**config.mk**
```make
export PLATFORM = sky130hd
export DESIGN_NAME = rt_clock_divider
export DESIGN_NICKNAME = d
export VERILOG_FILES = /design/src/rtl/rt_clock_divider_pkg.sv /design/src/rtl/rt_clock_divider_reg.sv /design/src/rtl/rt_clock_divider_gen.sv /design/src/rtl/rt_clock_divider.sv
export SDC_FILE = /design/constraint.sdc
export NUM_CORES = 1
export LEC_CHECK = 0
export BUFFER_PORTS_ARGS = -buffer_cell sky130_fd_sc_hd__buf_2
export CAP_MARGIN = 20
export CORE_UTILIZATION = 45
export CTS_CLUSTER_SIZE = 8
export DETAILED_ROUTE_END_ITERATION = 8
export PLACE_DENSITY = 0.69
export SETUP_SLACK_MARGIN = 0.3
export SYNTH_ARGS = -nofsm -noshare
export SYNTH_HDL_FRONTEND = slang
export SYNTH_HIERARCHICAL = 1
export SYNTH_SLANG_ARGS = --single-unit
export TNS_END_PERCENT = 5
```
**constraint.sdc**
```tcl
create_clock -name clk_i -period 4.8 [get_ports clk_i]
set_input_delay 0.96 -clock clk_i [delete_from_list [all_inputs] [get_ports clk_i]]
set_output_delay 0.96 -clock clk_i [all_outputs]
set_load 0.05 [all_outputs]
```
**src/rtl/rt_clock_divider_pkg.sv**
```systemverilog
package rt_clock_divider_pkg;

  // Classification of one register write against the current enable state.
  typedef enum logic [1:0] {
    WR_NONE   = 2'd0,  // no write this cycle
    WR_ARM    = 2'd1,  // enable 0 -> 1, field accepted
    WR_HOLD   = 2'd2,  // enable stays 1, field locked
    WR_DISARM = 2'd3   // enable cleared, field discarded
  } wr_kind_e;

endpackage

```
**src/rtl/rt_clock_divider_reg.sv**
```systemverilog
module rt_clock_divider_reg
  import rt_clock_divider_pkg::*;
#(
  parameter int unsigned FIELD_W = 7
) (
  input  logic               clk_i,
  input  logic               rst_ni,
  input  logic               we_i,
  input  logic [FIELD_W:0]   wdata_i,
  output logic               en_o,
  output logic [FIELD_W-1:0] field_o,
  output logic               en_next_o,
  output logic [FIELD_W-1:0] field_next_o
);

  logic               en_q;
  logic [FIELD_W-1:0] field_q;
  logic               en_d;
  logic [FIELD_W-1:0] field_d;
  wr_kind_e           kind;

  always_comb begin
    if (!we_i)                 kind = WR_NONE;
    else if (!wdata_i[FIELD_W]) kind = WR_DISARM;
    else if (en_q)             kind = WR_HOLD;
    else                       kind = WR_ARM;
  end

  always_comb begin
    en_d    = en_q;
    field_d = field_q;
    unique case (kind)
      WR_ARM: begin
        en_d    = 1'b1;
        field_d = wdata_i[FIELD_W-1:0];
      end
      WR_HOLD:   en_d = 1'b1;
      WR_DISARM: en_d = 1'b0;
      default: ;
    endcase
  end

  always_ff @(posedge clk_i or negedge rst_ni) begin
    if (!rst_ni) begin
      en_q    <= 1'b0;
      field_q <= '0;
    end else begin
      en_q    <= en_d;
      field_q <= field_d;
    end
  end

  assign en_o         = en_q;
  assign field_o      = field_q;
  assign en_next_o    = en_d;
  assign field_next_o = field_d;

endmodule

```
**src/rtl/rt_clock_divider_gen.sv**
```systemverilog
module rt_clock_divider_gen #(
  parameter int unsigned FIELD_W = 7
) (
  input  logic               clk_i,
  input  logic               rst_ni,
  input  logic               en_next_i,
  input  logic [FIELD_W-1:0] field_next_i,
  output logic               tick_o,
  output logic               run_o
);

  // Factor is (2**FIELD_W + 1) - d; the countdown reload is factor - 1.
  localparam int unsigned CNT_W = FIELD_W + 1;
  localparam logic [CNT_W-1:0] TOP = CNT_W'(1) << FIELD_W;

  logic             run_q;
  logic [CNT_W-1:0] cnt_q;
  logic [CNT_W-1:0] reload;
  logic             boundary;

  assign reload   = TOP - {1'b0, field_next_i};
  assign boundary = !run_q || (cnt_q == '0);

  // Mode and factor are sampled only at a period boundary.
  always_ff @(posedge clk_i or negedge rst_ni) begin
    if (!rst_ni) begin
      run_q <= 1'b0;
      cnt_q <= '0;
    end else if (boundary) begin
      run_q <= en_next_i;
      cnt_q <= en_next_i ? reload : '0;
    end else begin
      cnt_q <= cnt_q - CNT_W'(1);
    end
  end

  assign tick_o = boundary;
  assign run_o  = run_q;

endmodule

```
**src/rtl/rt_clock_divider.sv**
```systemverilog
module rt_clock_divider #(
  parameter int unsigned FIELD_W = 7,
  localparam int unsigned REG_W  = FIELD_W + 1
) (
  input  logic             clk_i,
  input  logic             rst_ni,
  input  logic             cfg_we_i,
  input  logic [REG_W-1:0] cfg_wdata_i,
  output logic [REG_W-1:0] cfg_rdata_o,
  output logic             tick_o
);

  logic               en_w;
  logic [FIELD_W-1:0] field_w;
  logic               en_nx;
  logic [FIELD_W-1:0] field_nx;
  logic               run_w;

  rt_clock_divider_reg #(.FIELD_W(FIELD_W)) u_reg (
    .clk_i        (clk_i),
    .rst_ni       (rst_ni),
    .we_i         (cfg_we_i),
    .wdata_i      (cfg_wdata_i),
    .en_o         (en_w),
    .field_o      (field_w),
    .en_next_o    (en_nx),
    .field_next_o (field_nx)
  );

  rt_clock_divider_gen #(.FIELD_W(FIELD_W)) u_gen (
    .clk_i        (clk_i),
    .rst_ni       (rst_ni),
    .en_next_i    (en_nx),
    .field_next_i (field_nx),
    .tick_o       (tick_o),
    .run_o        (run_w)
  );

  assign cfg_rdata_o = {en_w, field_w};

endmodule

```
# Word level (Yosys, flattened, before mapping)
# Index checks and enable logic that the tools add are counted.
totals:
  register_bits: 17
  latch_bits: 0
  ram_bits: 0
  rom_bits: 0
  in_bits: 11
  out_inout_bits: 9
  word_cells: 20
  memories: 0
classes:
  n_addsub: 2
  n_mul: 0
  div_mod_pow: 0
  order_cmp: 0
  eq_ne: 3
  n_shift: 0
  mux: 7
  bitwise: 0
  n_reduce_logical: 4
op_table:
  columns: ["operator", "count"]
  rows:
  - ["$mux W8", 2]
  - ["$logic_not A8 Y1", 1]
  - ["$sub A8 B1 Y8 const B", 1]
  - ["$sub A8 B7 Y8 const A", 1]
  - ["$mux W7", 1]
  - ["$mux W2", 3]
  - ["$eq A2 B2 Y1 const B", 2]
  - ["$eq A2 B1 Y1 const B", 1]
  - ["$pmux W1 S2", 1]
  - ["$reduce_or A2 Y1", 1]
  - ["$logic_not A1 Y1", 1]
  - ["$logic_or A1 B1 Y1", 1]

# Longest topological paths before layout
depth:
  word_depth: 8
  ltp_mapped: 8
  ltp_nobuf: 8

# Cells and area by module
# Netlist, hierarchy kept.
by_module_without_submodules:
  columns: ["module", "n_inst", "cells_each", "area_per_inst_um2", "seq_area_each_um2"]
  rows:
  - ["rt_clock_divider_gen", 1, 62, 598.1, 225.2]
  - ["rt_clock_divider_reg", 1, 17, 310.3, 200.2]
  - ["rt_clock_divider", 1, 1, 7.5, 0.0]

# Worst setup path after synthesis
# No wires, ideal clock.
synth_timing:
  path_type: "register -> output"
  from: "register u_gen.cnt_q[4]"
  to: "output tick_o"
  arrival_ns: 1.576
  t_required_ns: 3.840
  slack_ns: 2.264
  path_stages_with_launch: 4
  path_buffers: 1
  cell_sequence: "dfrtp_1 -> or4_4 -> o41ai_4 -> buf_6"
synth_between:
  elab_chain_len: 2
synth_lines:
  columns: ["element", "line", "rtl"]
  rows:
  - ["start, declared", "rt_clock_divider_gen.sv:17", "logic [CNT_W-1:0] cnt_q;"]
  - ["start signal, assigned", "rt_clock_divider_gen.sv:31", "cnt_q <= en_next_i ? reload : '0;"]
  - ["start signal, assigned", "rt_clock_divider_gen.sv:33", "cnt_q <= cnt_q - CNT_W'(1);"]
  - ["$logic_not A8 Y1", "rt_clock_divider_gen.sv:22", "assign boundary = !run_q || (cnt_q == '0);"]
  - ["$logic_or A1 B1 Y1", "rt_clock_divider_gen.sv:22", null]
  - ["end, declared", "rt_clock_divider.sv:10", "output logic tick_o"]
# Every way passes these cells.

# Final worst setup path
# Ends and elaborated chain as after synthesis.

==> flow_summary.yaml <==
outcome:
  status: "completed"
placed_design:
  place_inst: 121
  post-place-ws_ns: 1.863
  dp_hpwl_um: 1259
  globalplace.congestion: 0.7973
  numPortBuffers: 19
worst_hold_path:
  min_from: "u_reg/field_o[6]$_DFF_PN0_"
  hp-class: "reg2reg"
  hold_depth: 1
  holdPathEnd: "u_reg/field_o[6]$_DFF_PN0_"
logic_synthesis:
  yosys_warnings: 6
  syn_area_per_cell_sq_um: 11.45
  ys_ff_latch: 17
  synth_area_leaders: "dfrtp_1 (46%), mux2_2 (9.8%), xnor2_1 (7.7%)"
  yosysTopAreaCellShare: 0.4645
  synth_top_cell_by_area: "dfrtp_1"
  netlist_area_sq_um: 915.9
  yosysUniqueCellTypes: 26
  ys_seq_area_frac: 0.4645
  syn_inst: 80
  synth_fp_nets: 94
floorplan:
  initial_utilization: 0.5031
  fp.dieH_um: 47.12
  core-area_sq_um: 1821
  die-area_sq_um: 2220
  top_level_ports: 20
  die_w_um: 47.12
  fp-row-count: 15
detailed_routing:
  drc_errors: 0
  wl_um: 1643
  antenna_left: 0
  firstDrtPassIters: 4
  drt-initial-drc-count: 9
  via_count: 671
  viasPerCell: 5.368
  routedWlPerCell_um: 13.14
clocking:
  path_clk_slew_ns: 0.11
  numCtsBuffers: 3
  post-cts-setup-buffers: 0
  clock_sinks: 17
  cts_tree: "done"
  clock_path_buffers: 2
  htree_levels: 1
  cts_root_buffer: "clkbuf_4"
  insertion_delay_ns: 0.29
  cts_hold_buffers: 0
  cts_resized: 0
worst_setup_path:
  r2r_end: "u_gen/cnt_q[3]$_DFF_PN0_"
  r2r-start: "u_gen/cnt_q[4]$_DFF_PN0_"
  r2r_slack_ns: 2.69
  cp_max_fo: 18
  cp.required_ns: 3.84
  worst-endpoint-arrival_ns: 2.31
  criticalPathCategory: "reg2out"
  reg2reg_depth: 4
  end_kind: "output pin"
  worstSetupStartpointType: "flop"
layout:
  finalNonFillerCells: 125
  nFillCells: 171
  areaGrowthSynthToFinish_pct: 14.07
  num-nets-final: 115
  drive_above_1_share: 0.3400
  final_common_cell: "buf_2"
  diodes: 0
  final_cell_mix: "buf_2 (19), dfrtp_1 (17), xnor2_1 (8), mux2_2 (8), o21ai_0 (7)"
timing:
  postLayoutSetupSlackWorst_ns: 1.532
  slew_viol_final: 0
  tns_ns: 0
  max_slew_margin: 0.4771
  fin_skew_ns: 0.007659
  max_freq_ghz: 0.3060
  finalHoldViolations: 0
  period_share: 0.6808
  tightest_slew_ns: 0.7816
  finalSetupViolations: 0
  rsz0062_at_grt: "false"
  fin_crit_ns: 3.268
global_route:
  grt_pass1_vias: 585
  grt_pass1_wl_um: 2518
  track_usage: 0.1661
  grt_start_max_net_pins: 19
  overflow: 0
  grt_antenna_before_repair: 0
power_and_ir_drop:
  powerDensity_nw_per_um2: 349.9
  peakVddDrop_mv: 0.2079
  power.leakage_nw: 0.4747
run:
  drv_cap: 0
-- cells in the mapped netlist --
cell	number
nor3b_1	1
buf_2	1
o22ai_1	1
or2b_1	1
o41ai_4	1
o31ai_1	1
nor2_1	3
nor3_1	2
mux2_2	8
nand3b_4	1
o21ai_0	7
buf_6	1
a41o_2	1
xor2_1	1
nand3_1	5
nor4b_1	2
dfrtp_1	17
ha_1	3
or4_1	1
nor4_1	2
nand4b_1	1
nand2_1	3
inv_1	6
xnor2_1	8
or4_4	1
buf_4	1
-- critical path, cell delays in order (launching register included) --
cell     delay, ns
dfrtp_1       0.41
or4_4         0.57
o41ai_4       0.65
buf_2         0.39
-- registers in the layout, indices dropped and copies added, names as in the netlist --
register / count
u_reg/field_o: 7
u_gen/cnt_q: 8
u_gen/run_o: 1
u_reg/en_o: 1
-- worst max-delay path by stage --
stage                             start  endpoint  slack (ns)  cells past startpoint
4_1_cts        u_gen/cnt_q[4]$_DFF_PN0_    tick_o        1.54                      3
6_report       u_gen/cnt_q[4]$_DFF_PN0_    tick_o        1.53                      3
5_1_grt        u_gen/cnt_q[4]$_DFF_PN0_    tick_o        1.40                      3
3_5_place_dp   u_gen/cnt_q[4]$_DFF_PN0_    tick_o        1.86                      3
2_1_floorplan  u_gen/cnt_q[4]$_DFF_PN0_    tick_o        2.26                      3
3_3_place_gp   u_gen/cnt_q[4]$_DFF_PN0_    tick_o        1.88                      3
-- layer usage --
metal / up-vias / wire length, um / GRT usage
met1: 321 / 790 / 0.2409
met4: 0 / 20 / 0.06857
met5: - / 0 / 0
met2: 16 / 770 / 0.2500
li1: 330 / - / -
met3: 4 / 61 / 0.02308
-- cells by family (layout without fill, tap and decap cells) --
| group | after synthesis | count (layout) | synth area share |
|---|---|---|---|
| buffers and inverters | 9 | 29 | 0.05054 |
| flip-flops | 17 | 17 | 0.4645 |
| adder cells (fa/ha/maj) | 3 | 3 | 0.04099 |
| multiplexers | 8 | 8 | 0.09836 |
| AO/OA/AOI/OAI | 11 | 11 | 0.09563 |
| AND/OR/NAND/NOR | 23 | 23 | 0.1639 |
| XOR/XNOR | 9 | 9 | 0.08607 |
-- per-stage QoR --
stage                 util  power [mW]  hold WS (ns)  cell area (sq um)
CTS                 0.5739      0.3669        0.5673               1045
detailed placement  0.5595      0.2918        0.5444               1018
floorplan                -      0.2628        0.5063              915.9
finish              0.5739      0.3655        0.5692               1045
global placement    0.5595      0.2904        0.5411               1018
global route        0.5739      0.3798        0.5880               1045
-- report_power, final --
group / internal [mW] / total, mW / switching, mW
logic: 0.0373 / 0.126 / 0.0887
registers: 0.157 / 0.162 / 0.00541
clock network: 0.0322 / 0.0775 / 0.0452
-- final cells by class --
cell class,instances,area [sq um],share of cell area
multi-input combinational,54,444.2,0.4252
clock buffer,4,26.28,0.02515
sequential,17,425.4,0.4072
tap,25,31.28,0.02994
inverter,6,22.52,0.02156
timing repair buffer,19,95.09,0.09102
No activity file was read; power rests on OpenSTA's default activity.
